[src/rtl/pmp_guard_pkg.sv]
`timescale 1ns/1ps
package pmp_guard_pkg;

  localparam int XLEN        = 32;
  localparam int WADDR_W     = 30;
  localparam int MAX_REGIONS = 16;

  localparam logic [11:0] CSR_CFG_BASE  = 12'h3A0;
  localparam logic [11:0] CSR_ADDR_BASE = 12'h3B0;

  localparam logic [1:0] PRIV_MACHINE = 2'b11;

  typedef enum logic [1:0] {
    MATCH_OFF   = 2'b00,
    MATCH_TOR   = 2'b01,
    MATCH_NA4   = 2'b10,
    MATCH_NAPOT = 2'b11
  } match_e;

  typedef enum logic [1:0] {
    KIND_LOAD  = 2'b00,
    KIND_STORE = 2'b01,
    KIND_FETCH = 2'b10,
    KIND_RSVD  = 2'b11
  } kind_e;

  typedef struct packed {
    logic       lock;
    logic [1:0] rsvd;
    match_e     mode;
    logic       x;
    logic       w;
    logic       r;
  } region_cfg_t;

  localparam logic [3:0] CAUSE_NONE  = 4'd0;
  localparam logic [3:0] CAUSE_FETCH = 4'd1;
  localparam logic [3:0] CAUSE_LOAD  = 4'd5;
  localparam logic [3:0] CAUSE_STORE = 4'd7;

endpackage

[src/rtl/pmp_csr_bank.sv]
`timescale 1ns/1ps
module pmp_csr_bank
  import pmp_guard_pkg::*;
#(
  parameter int NUM_REGIONS = 4,
  parameter int GRAN        = 2
) (
  input  logic                                   clk,
  input  logic                                   rst_n,
  input  logic                                   csr_en,
  input  logic                                   csr_we,
  input  logic [11:0]                            csr_addr,
  input  logic [XLEN-1:0]                        csr_wdata,
  input  logic [1:0]                             csr_priv,
  output logic [XLEN-1:0]                        csr_rdata,
  output logic                                   csr_illegal,
  output region_cfg_t [NUM_REGIONS-1:0]          cfg_o,
  output logic [NUM_REGIONS-1:0][WADDR_W-1:0]    addr_o
);

  localparam logic [WADDR_W-1:0] GRAN_MASK = WADDR_W'((64'd1 << GRAN) - 64'd1);
  localparam bit                 NA4_OK    = (GRAN == 0);

  region_cfg_t [NUM_REGIONS-1:0]       cfg_q, cfg_d;
  logic [NUM_REGIONS-1:0][WADDR_W-1:0] addr_q, addr_d;

  logic       is_cfg, is_addr, cfg_impl, addr_impl, priv_fail;
  logic [1:0] cfg_idx;
  logic [3:0] addr_idx;
  logic       wr_ok, cfg_en, addr_en;

  // register number decode and refusal
  always_comb begin
    is_cfg    = (csr_addr[11:2] == CSR_CFG_BASE[11:2]);
    is_addr   = (csr_addr[11:4] == CSR_ADDR_BASE[11:4]);
    cfg_idx   = csr_addr[1:0];
    addr_idx  = csr_addr[3:0];
    cfg_impl  = (int'(cfg_idx) * 4 < NUM_REGIONS);
    addr_impl = (int'(addr_idx) < NUM_REGIONS);
    priv_fail = (csr_priv != PRIV_MACHINE) && (csr_addr[9:8] != 2'b00);
    csr_illegal = csr_en && (priv_fail || (is_cfg && !cfg_impl) ||
                             (is_addr && !addr_impl));
    wr_ok   = csr_en && csr_we && !csr_illegal;
    cfg_en  = wr_ok && is_cfg;
    addr_en = wr_ok && is_addr;
  end

  // next state with write filtering
  always_comb begin
    logic [7:0] nb;
    nb     = '0;
    cfg_d  = cfg_q;
    addr_d = addr_q;
    for (int i = 0; i < NUM_REGIONS; i++) begin
      if (cfg_en && (cfg_idx == 2'(i / 4)) && !cfg_q[i].lock) begin
        nb = csr_wdata[8*(i%4) +: 8];
        if (!((nb[4:3] == MATCH_NA4) && !NA4_OK)) begin
          cfg_d[i] = region_cfg_t'({nb[7], 2'b00, nb[4:0]});
        end
      end
      if (addr_en && (addr_idx == 4'(i)) && !cfg_q[i].lock) begin
        addr_d[i] = csr_wdata[WADDR_W-1:0] & ~GRAN_MASK;
      end
    end
  end

  always_ff @(posedge clk or negedge rst_n) begin
    if (!rst_n) begin
      cfg_q <= '0;
    end else if (cfg_en) begin
      cfg_q <= cfg_d;
    end
  end

  always_ff @(posedge clk or negedge rst_n) begin
    if (!rst_n) begin
      addr_q <= '0;
    end else if (addr_en) begin
      addr_q <= addr_d;
    end
  end

  // read mux
  always_comb begin
    csr_rdata = '0;
    if (csr_en && !csr_illegal) begin
      for (int i = 0; i < NUM_REGIONS; i++) begin
        if (is_cfg && (cfg_idx == 2'(i / 4))) begin
          csr_rdata[8*(i%4) +: 8] = cfg_q[i];
        end
        if (is_addr && (addr_idx == 4'(i))) begin
          csr_rdata = {{(XLEN-WADDR_W){1'b0}}, addr_q[i]};
        end
      end
    end
  end

  assign cfg_o  = cfg_q;
  assign addr_o = addr_q;

endmodule

[src/rtl/pmp_region_match.sv]
`timescale 1ns/1ps
module pmp_region_match
  import pmp_guard_pkg::*;
#(
  parameter int GRAN = 2
) (
  input  match_e               mode,
  input  logic [WADDR_W-1:0]   addr_cur,
  input  logic [WADDR_W-1:0]   addr_prev,
  input  logic [WADDR_W-1:0]   word,
  output logic                 hit
);

  localparam logic [WADDR_W-1:0] GRAN_MASK = WADDR_W'((64'd1 << GRAN) - 64'd1);

  logic [WADDR_W-1:0] napot_eff, napot_low;
  logic               tor_hit, na4_hit, napot_hit;

  always_comb begin
    napot_eff = addr_cur | GRAN_MASK;
    napot_low = napot_eff ^ (napot_eff + 1'b1);
    napot_hit = (((word ^ napot_eff) & ~napot_low) == '0);
    tor_hit   = (word >= addr_prev) && (word < addr_cur);
    na4_hit   = (word == addr_cur);
    unique case (mode)
      MATCH_TOR:   hit = tor_hit;
      MATCH_NA4:   hit = na4_hit;
      MATCH_NAPOT: hit = napot_hit;
      default:     hit = 1'b0;
    endcase
  end

endmodule

[src/rtl/pmp_decide.sv]
`timescale 1ns/1ps
module pmp_decide
  import pmp_guard_pkg::*;
#(
  parameter int NUM_REGIONS = 4
) (
  input  logic                          clk,
  input  logic                          rst_n,
  input  logic                          acc_valid,
  input  logic [1:0]                    acc_kind,
  input  logic [1:0]                    acc_priv,
  input  logic [NUM_REGIONS-1:0]        hit_i,
  input  region_cfg_t [NUM_REGIONS-1:0] cfg_i,
  output logic                          resp_valid,
  output logic                          resp_fault,
  output logic [3:0]                    resp_cause
);

  region_cfg_t sel;
  logic        found, any_en, grant, machine, allow, fault_d;
  logic [3:0]  cause_d;

  // lowest-numbered hit wins
  always_comb begin
    found  = 1'b0;
    sel    = '0;
    any_en = 1'b0;
    for (int i = NUM_REGIONS - 1; i >= 0; i--) begin
      if (cfg_i[i].mode != MATCH_OFF) any_en = 1'b1;
      if (hit_i[i]) begin
        found = 1'b1;
        sel   = cfg_i[i];
      end
    end
  end

  always_comb begin
    machine = (acc_priv == PRIV_MACHINE);
    unique case (acc_kind)
      KIND_STORE: begin grant = sel.w; cause_d = CAUSE_STORE; end
      KIND_FETCH: begin grant = sel.x; cause_d = CAUSE_FETCH; end
      default:    begin grant = sel.r; cause_d = CAUSE_LOAD;  end
    endcase
    if (found) allow = grant || (machine && !sel.lock);
    else       allow = machine || !any_en;
    fault_d = acc_valid && !allow;
    if (!fault_d) cause_d = CAUSE_NONE;
  end

  always_ff @(posedge clk or negedge rst_n) begin
    if (!rst_n) begin
      resp_valid <= 1'b0;
      resp_fault <= 1'b0;
      resp_cause <= CAUSE_NONE;
    end else begin
      resp_valid <= acc_valid;
      resp_fault <= fault_d;
      resp_cause <= cause_d;
    end
  end

endmodule

[src/rtl/pmp_guard.sv]
`timescale 1ns/1ps
module pmp_guard
  import pmp_guard_pkg::*;
#(
  parameter int NUM_REGIONS = 4,
  parameter int GRAN        = 2
) (
  input  logic        clk,
  input  logic        rst_n,
  input  logic        csr_en,
  input  logic        csr_we,
  input  logic [11:0] csr_addr,
  input  logic [31:0] csr_wdata,
  input  logic [1:0]  csr_priv,
  output logic [31:0] csr_rdata,
  output logic        csr_illegal,
  input  logic        acc_valid,
  input  logic [31:0] acc_addr,
  input  logic [1:0]  acc_kind,
  input  logic [1:0]  acc_priv,
  output logic        resp_valid,
  output logic        resp_fault,
  output logic [3:0]  resp_cause
);

  localparam int WORD_LSB = XLEN - WADDR_W;

  // reset: asserted asynchronously, released on the clock
  logic [1:0] rst_pipe;
  logic       rst_sync_n;

  always_ff @(posedge clk or negedge rst_n) begin
    if (!rst_n) rst_pipe <= 2'b00;
    else        rst_pipe <= {rst_pipe[0], 1'b1};
  end
  assign rst_sync_n = rst_pipe[1];

  region_cfg_t [NUM_REGIONS-1:0]       cfg;
  logic [NUM_REGIONS-1:0][WADDR_W-1:0] addr;
  logic [NUM_REGIONS-1:0]              hit;
  logic [WADDR_W-1:0]                  word;

  assign word = acc_addr[XLEN-1:WORD_LSB];

  pmp_csr_bank #(.NUM_REGIONS(NUM_REGIONS), .GRAN(GRAN)) u_bank (
    .clk         (clk),
    .rst_n       (rst_sync_n),
    .csr_en      (csr_en),
    .csr_we      (csr_we),
    .csr_addr    (csr_addr),
    .csr_wdata   (csr_wdata),
    .csr_priv    (csr_priv),
    .csr_rdata   (csr_rdata),
    .csr_illegal (csr_illegal),
    .cfg_o       (cfg),
    .addr_o      (addr)
  );

  for (genvar g = 0; g < NUM_REGIONS; g++) begin : g_region
    logic [WADDR_W-1:0] lower;
    if (g == 0) begin : g_first
      assign lower = '0;
    end else begin : g_next
      assign lower = addr[g-1];
    end
    pmp_region_match #(.GRAN(GRAN)) u_match (
      .mode      (cfg[g].mode),
      .addr_cur  (addr[g]),
      .addr_prev (lower),
      .word      (word),
      .hit       (hit[g])
    );
  end

  pmp_decide #(.NUM_REGIONS(NUM_REGIONS)) u_decide (
    .clk        (clk),
    .rst_n      (rst_sync_n),
    .acc_valid  (acc_valid),
    .acc_kind   (acc_kind),
    .acc_priv   (acc_priv),
    .hit_i      (hit),
    .cfg_i      (cfg),
    .resp_valid (resp_valid),
    .resp_fault (resp_fault),
    .resp_cause (resp_cause)
  );

endmodule

[config.mk]
export PLATFORM = sky130hd
export DESIGN_NAME = pmp_guard
export DESIGN_NICKNAME = d
export VERILOG_FILES = /design/src/rtl/pmp_guard_pkg.sv /design/src/rtl/pmp_csr_bank.sv /design/src/rtl/pmp_region_match.sv /design/src/rtl/pmp_decide.sv /design/src/rtl/pmp_guard.sv
export SDC_FILE = /design/constraint.sdc
export NUM_CORES = 1
export LEC_CHECK = 0
export BUFFER_PORTS_ARGS = -buffer_cell sky130_fd_sc_hd__buf_4
export CORE_MARGIN = 5
export CORE_UTILIZATION = 50
export DETAILED_ROUTE_END_ITERATION = 10
export PLACE_DENSITY = 0.69
export SKIP_CTS_REPAIR_TIMING = 1
export SLEW_MARGIN = 10
export SYNTH_ARGS = -nofsm -noshare
export SYNTH_HDL_FRONTEND = slang
export SYNTH_HIERARCHICAL = 1
export SYNTH_SLANG_ARGS = --single-unit
[constraint.sdc]
create_clock -name clk -period 5.6 [get_ports clk]
set_input_delay 0.56 -clock clk [delete_from_list [all_inputs] [get_ports clk]]
set_output_delay 0.56 -clock clk [all_outputs]
set_load 0.005 [all_outputs]
==> flow_summary.yaml <==
route:
  top_layer_used: "met4"
  remaining_drc_errors: 0
  routed_wl_um: 53900
  wl_per_cell_um: 24.1
  wl_met1_um: 22800
  drt-pass1-iter-count: 6
  dr_wl_met2_um: 23400
  vias: 14200
  drtIter0Drc: 1410
  vias_per_cell: 6.38
  wl_met3_um: 5250
  ant_nets: 0
cts:
  cts.sinks: 142
  cts-root-buf: "clkbuf_16"
  clk_pin_slew_ps: 70
  cts_tree: "done"
  numCtsBuffers: 17
  cts_buffer_depth: 2
  htree_levels: 4
  clk-insertion-delay-late_ps: 450
setup_path:
  critPathSlowestCell: "nor4_1"
  r2r_end: "u_decide/resp_cause[0]$_DFF_PN0_"
  crit_required_ps: 5920
  cp.arrival_ps: 4720
  worst-path-max-fanout: 7
  cp_common_cell: "nor2_1"
  timing.rr.start: "u_bank/addr_o[32]$_DFFE_PN0P_"
  critical_path_class: "reg -> reg"
  path_cells: "ha_1 > inv_1 > nor4_4 > nor2_1 > nor4_1 > and4b_1 > a41oi_1 > nor4_2 > or2_4 > a221oi_1 > o32a_1 > o311ai_2 > nor2_1"
  rrSetupSlack_ps: 1200
  r2r_cells: 13
  worst_setup_path_start_kind: "register"
  slowest_delay_ps: 690
  crit_path_end_kind: "register"
global_route:
  antenna_found_initial: 1
  grt_max_degree: 63
  grt_pass1_vias: 13900
  globalRoute.totalOverflow: 0
  track_usage: 0.319
  grt_pass1_wl_um: 81900
timing:
  slew_viol_final: 0
  finalCritPeriodShare: 0.785
  max_slew.worst_pin.slew_ps: 1270
  finalClockSkew_ps: 11.2
  max_slew_margin: 0.149
  fmax_mhz: 227
  fin_ws_ps: 1200
  holdWs_ps: 238
  fin_setup_tns_ps: 0
  setup_viol: 0
  rsz0062_at_grt: "false"
  min_period_ps: 4400
  hold_viol_final: 0
placement:
  dp.cells: 2200
  dp_hpwl_um: 41700
  gp_congestion: 0.983
  dpl_worst_slack_ps: 1230
  placed_cell_area_um2: 16200
  port_buffers: 120
yosys:
  yosysWarnings: 6
  syn_area_per_cell_um2: 8.75
  netlist_instances: 1696
  syn-cell-area_um2: 14800
flow_run:
  drv_cap: 0
layout:
  final_cells: 2233
  nets: 2164
  antennaDiodeCount: 0
  fin_area_um2: 16800
  drive_gt1_frac: 0.186
  synthToLayoutAreaGrowth_pct: 13.2
power_and_ir_drop:
  p_leak_nw: 7.32
  irDropWorstVdd_mv: 0.199
  power.density_nw_per_um2: 162
die:
  rows: 63
  dieArea_um2: 33200
  core_area_um2: 29500
  ios: 126
  dieHeight_um: 182
  die_w_um: 182
  initial_core_util: 0.503
worst_hold_path:
  min-delay-path-class: "in -> reg"
  holdPathStages: 1
  min_to: "u_decide/resp_valid$_DFF_PN0_"
  hold_start: "acc_valid"
status:
  status: "finished clean"
area by class of cell:
cell class | count | area, um2
multi-input cells | 1283 | 10200
inverters | 256 | 961
repair buffers | 130 | 978
flip-flops and latches | 142 | 3560
clock inverters | 15 | 180
well taps | 390 | 488
clock buffers | 17 | 425
fillers | 2717 | 12700
through the flow:
| step | power [mW] | utilization |
|---|---|---|
| finish | 2.73 | 0.570 |
| global route | 2.84 | 0.570 |
| floorplan | 1.34 | - |
| global placement | 1.54 | 0.549 |
| CTS | 2.73 | 0.569 |
| detailed placement | 1.55 | 0.549 |
per-layer routing:
metal | GRT usage | vias to the layer above
li1 | - | 6464
met1 | 0.435 | 6881
met2 | 0.493 | 762
met3 | 0.0670 | 133
met4 | 0.130 | 0
met5 | 0 | -
layout by cell type, fill, tap and decap left out, types with 10 or more instances in the layout:
cell type / n
inv_1: 252
ha_1: 247
dfrtp_1: 141
a21oi_1: 133
buf_4: 129
mux2_2: 106
nor2_1: 105
nand2_1: 90
o21ai_0: 65
nor3_1: 59
a31oi_1: 52
conb_1: 41
nand4_1: 37
nand3_1: 34
a41oi_1: 24
a211oi_1: 21
and3_1: 20
mux2_4: 20
clkbuf_16: 17
and4_1: 16
a21boi_0: 14
nor4_4: 13
o22ai_1: 13
a221oi_1: 11
mux2i_1: 10
worst max-delay path: cells and delay by family, from the launching register on:
family,cells,cell delay (ps)
and+or+nand+nor,7,2510
AOI/OAI and AO/OA,4,790
DFF,1,540
adders and majority gates,1,300
buffers and inverters,1,110
state kept, by name, indices dropped and copies added (netlist names):
signal               flops
u_bank/cfg_o            24
u_bank/addr_o          112
u_decide/resp_cause      3
u_decide/resp_valid      1
rst_pipe                 2
how the worst max path moves through the flow:
stage | start | endpoint | slack (ps)
3_3_place_gp | acc_addr[9] | u_decide/resp_cause[2]$_DFF_PN0_ | 1290
6_report | u_bank/addr_o[32]$_DFFE_PN0P_ | u_decide/resp_cause[0]$_DFF_PN0_ | 1200
5_1_grt | u_bank/addr_o[32]$_DFFE_PN0P_ | u_decide/resp_cause[0]$_DFF_PN0_ | 1080
4_1_cts | u_bank/addr_o[32]$_DFFE_PN0P_ | u_decide/resp_cause[0]$_DFF_PN0_ | 1210
3_5_place_dp | u_bank/addr_o[32]$_DFFE_PN0P_ | u_decide/resp_cause[2]$_DFF_PN0_ | 1230
2_1_floorplan | rst_pipe[1]$_DFF_PN0_ | u_bank/addr_o[100]$_DFFE_PN0P_ | 1350
power breakdown:
part	internal [mW]	leakage [nW]	switching [mW]
sequential	1.03	1.97	0.0117
combinational	0.196	5.06	0.309
clock	0.606	0.292	0.579
Power figures use the tool's default switching activity.
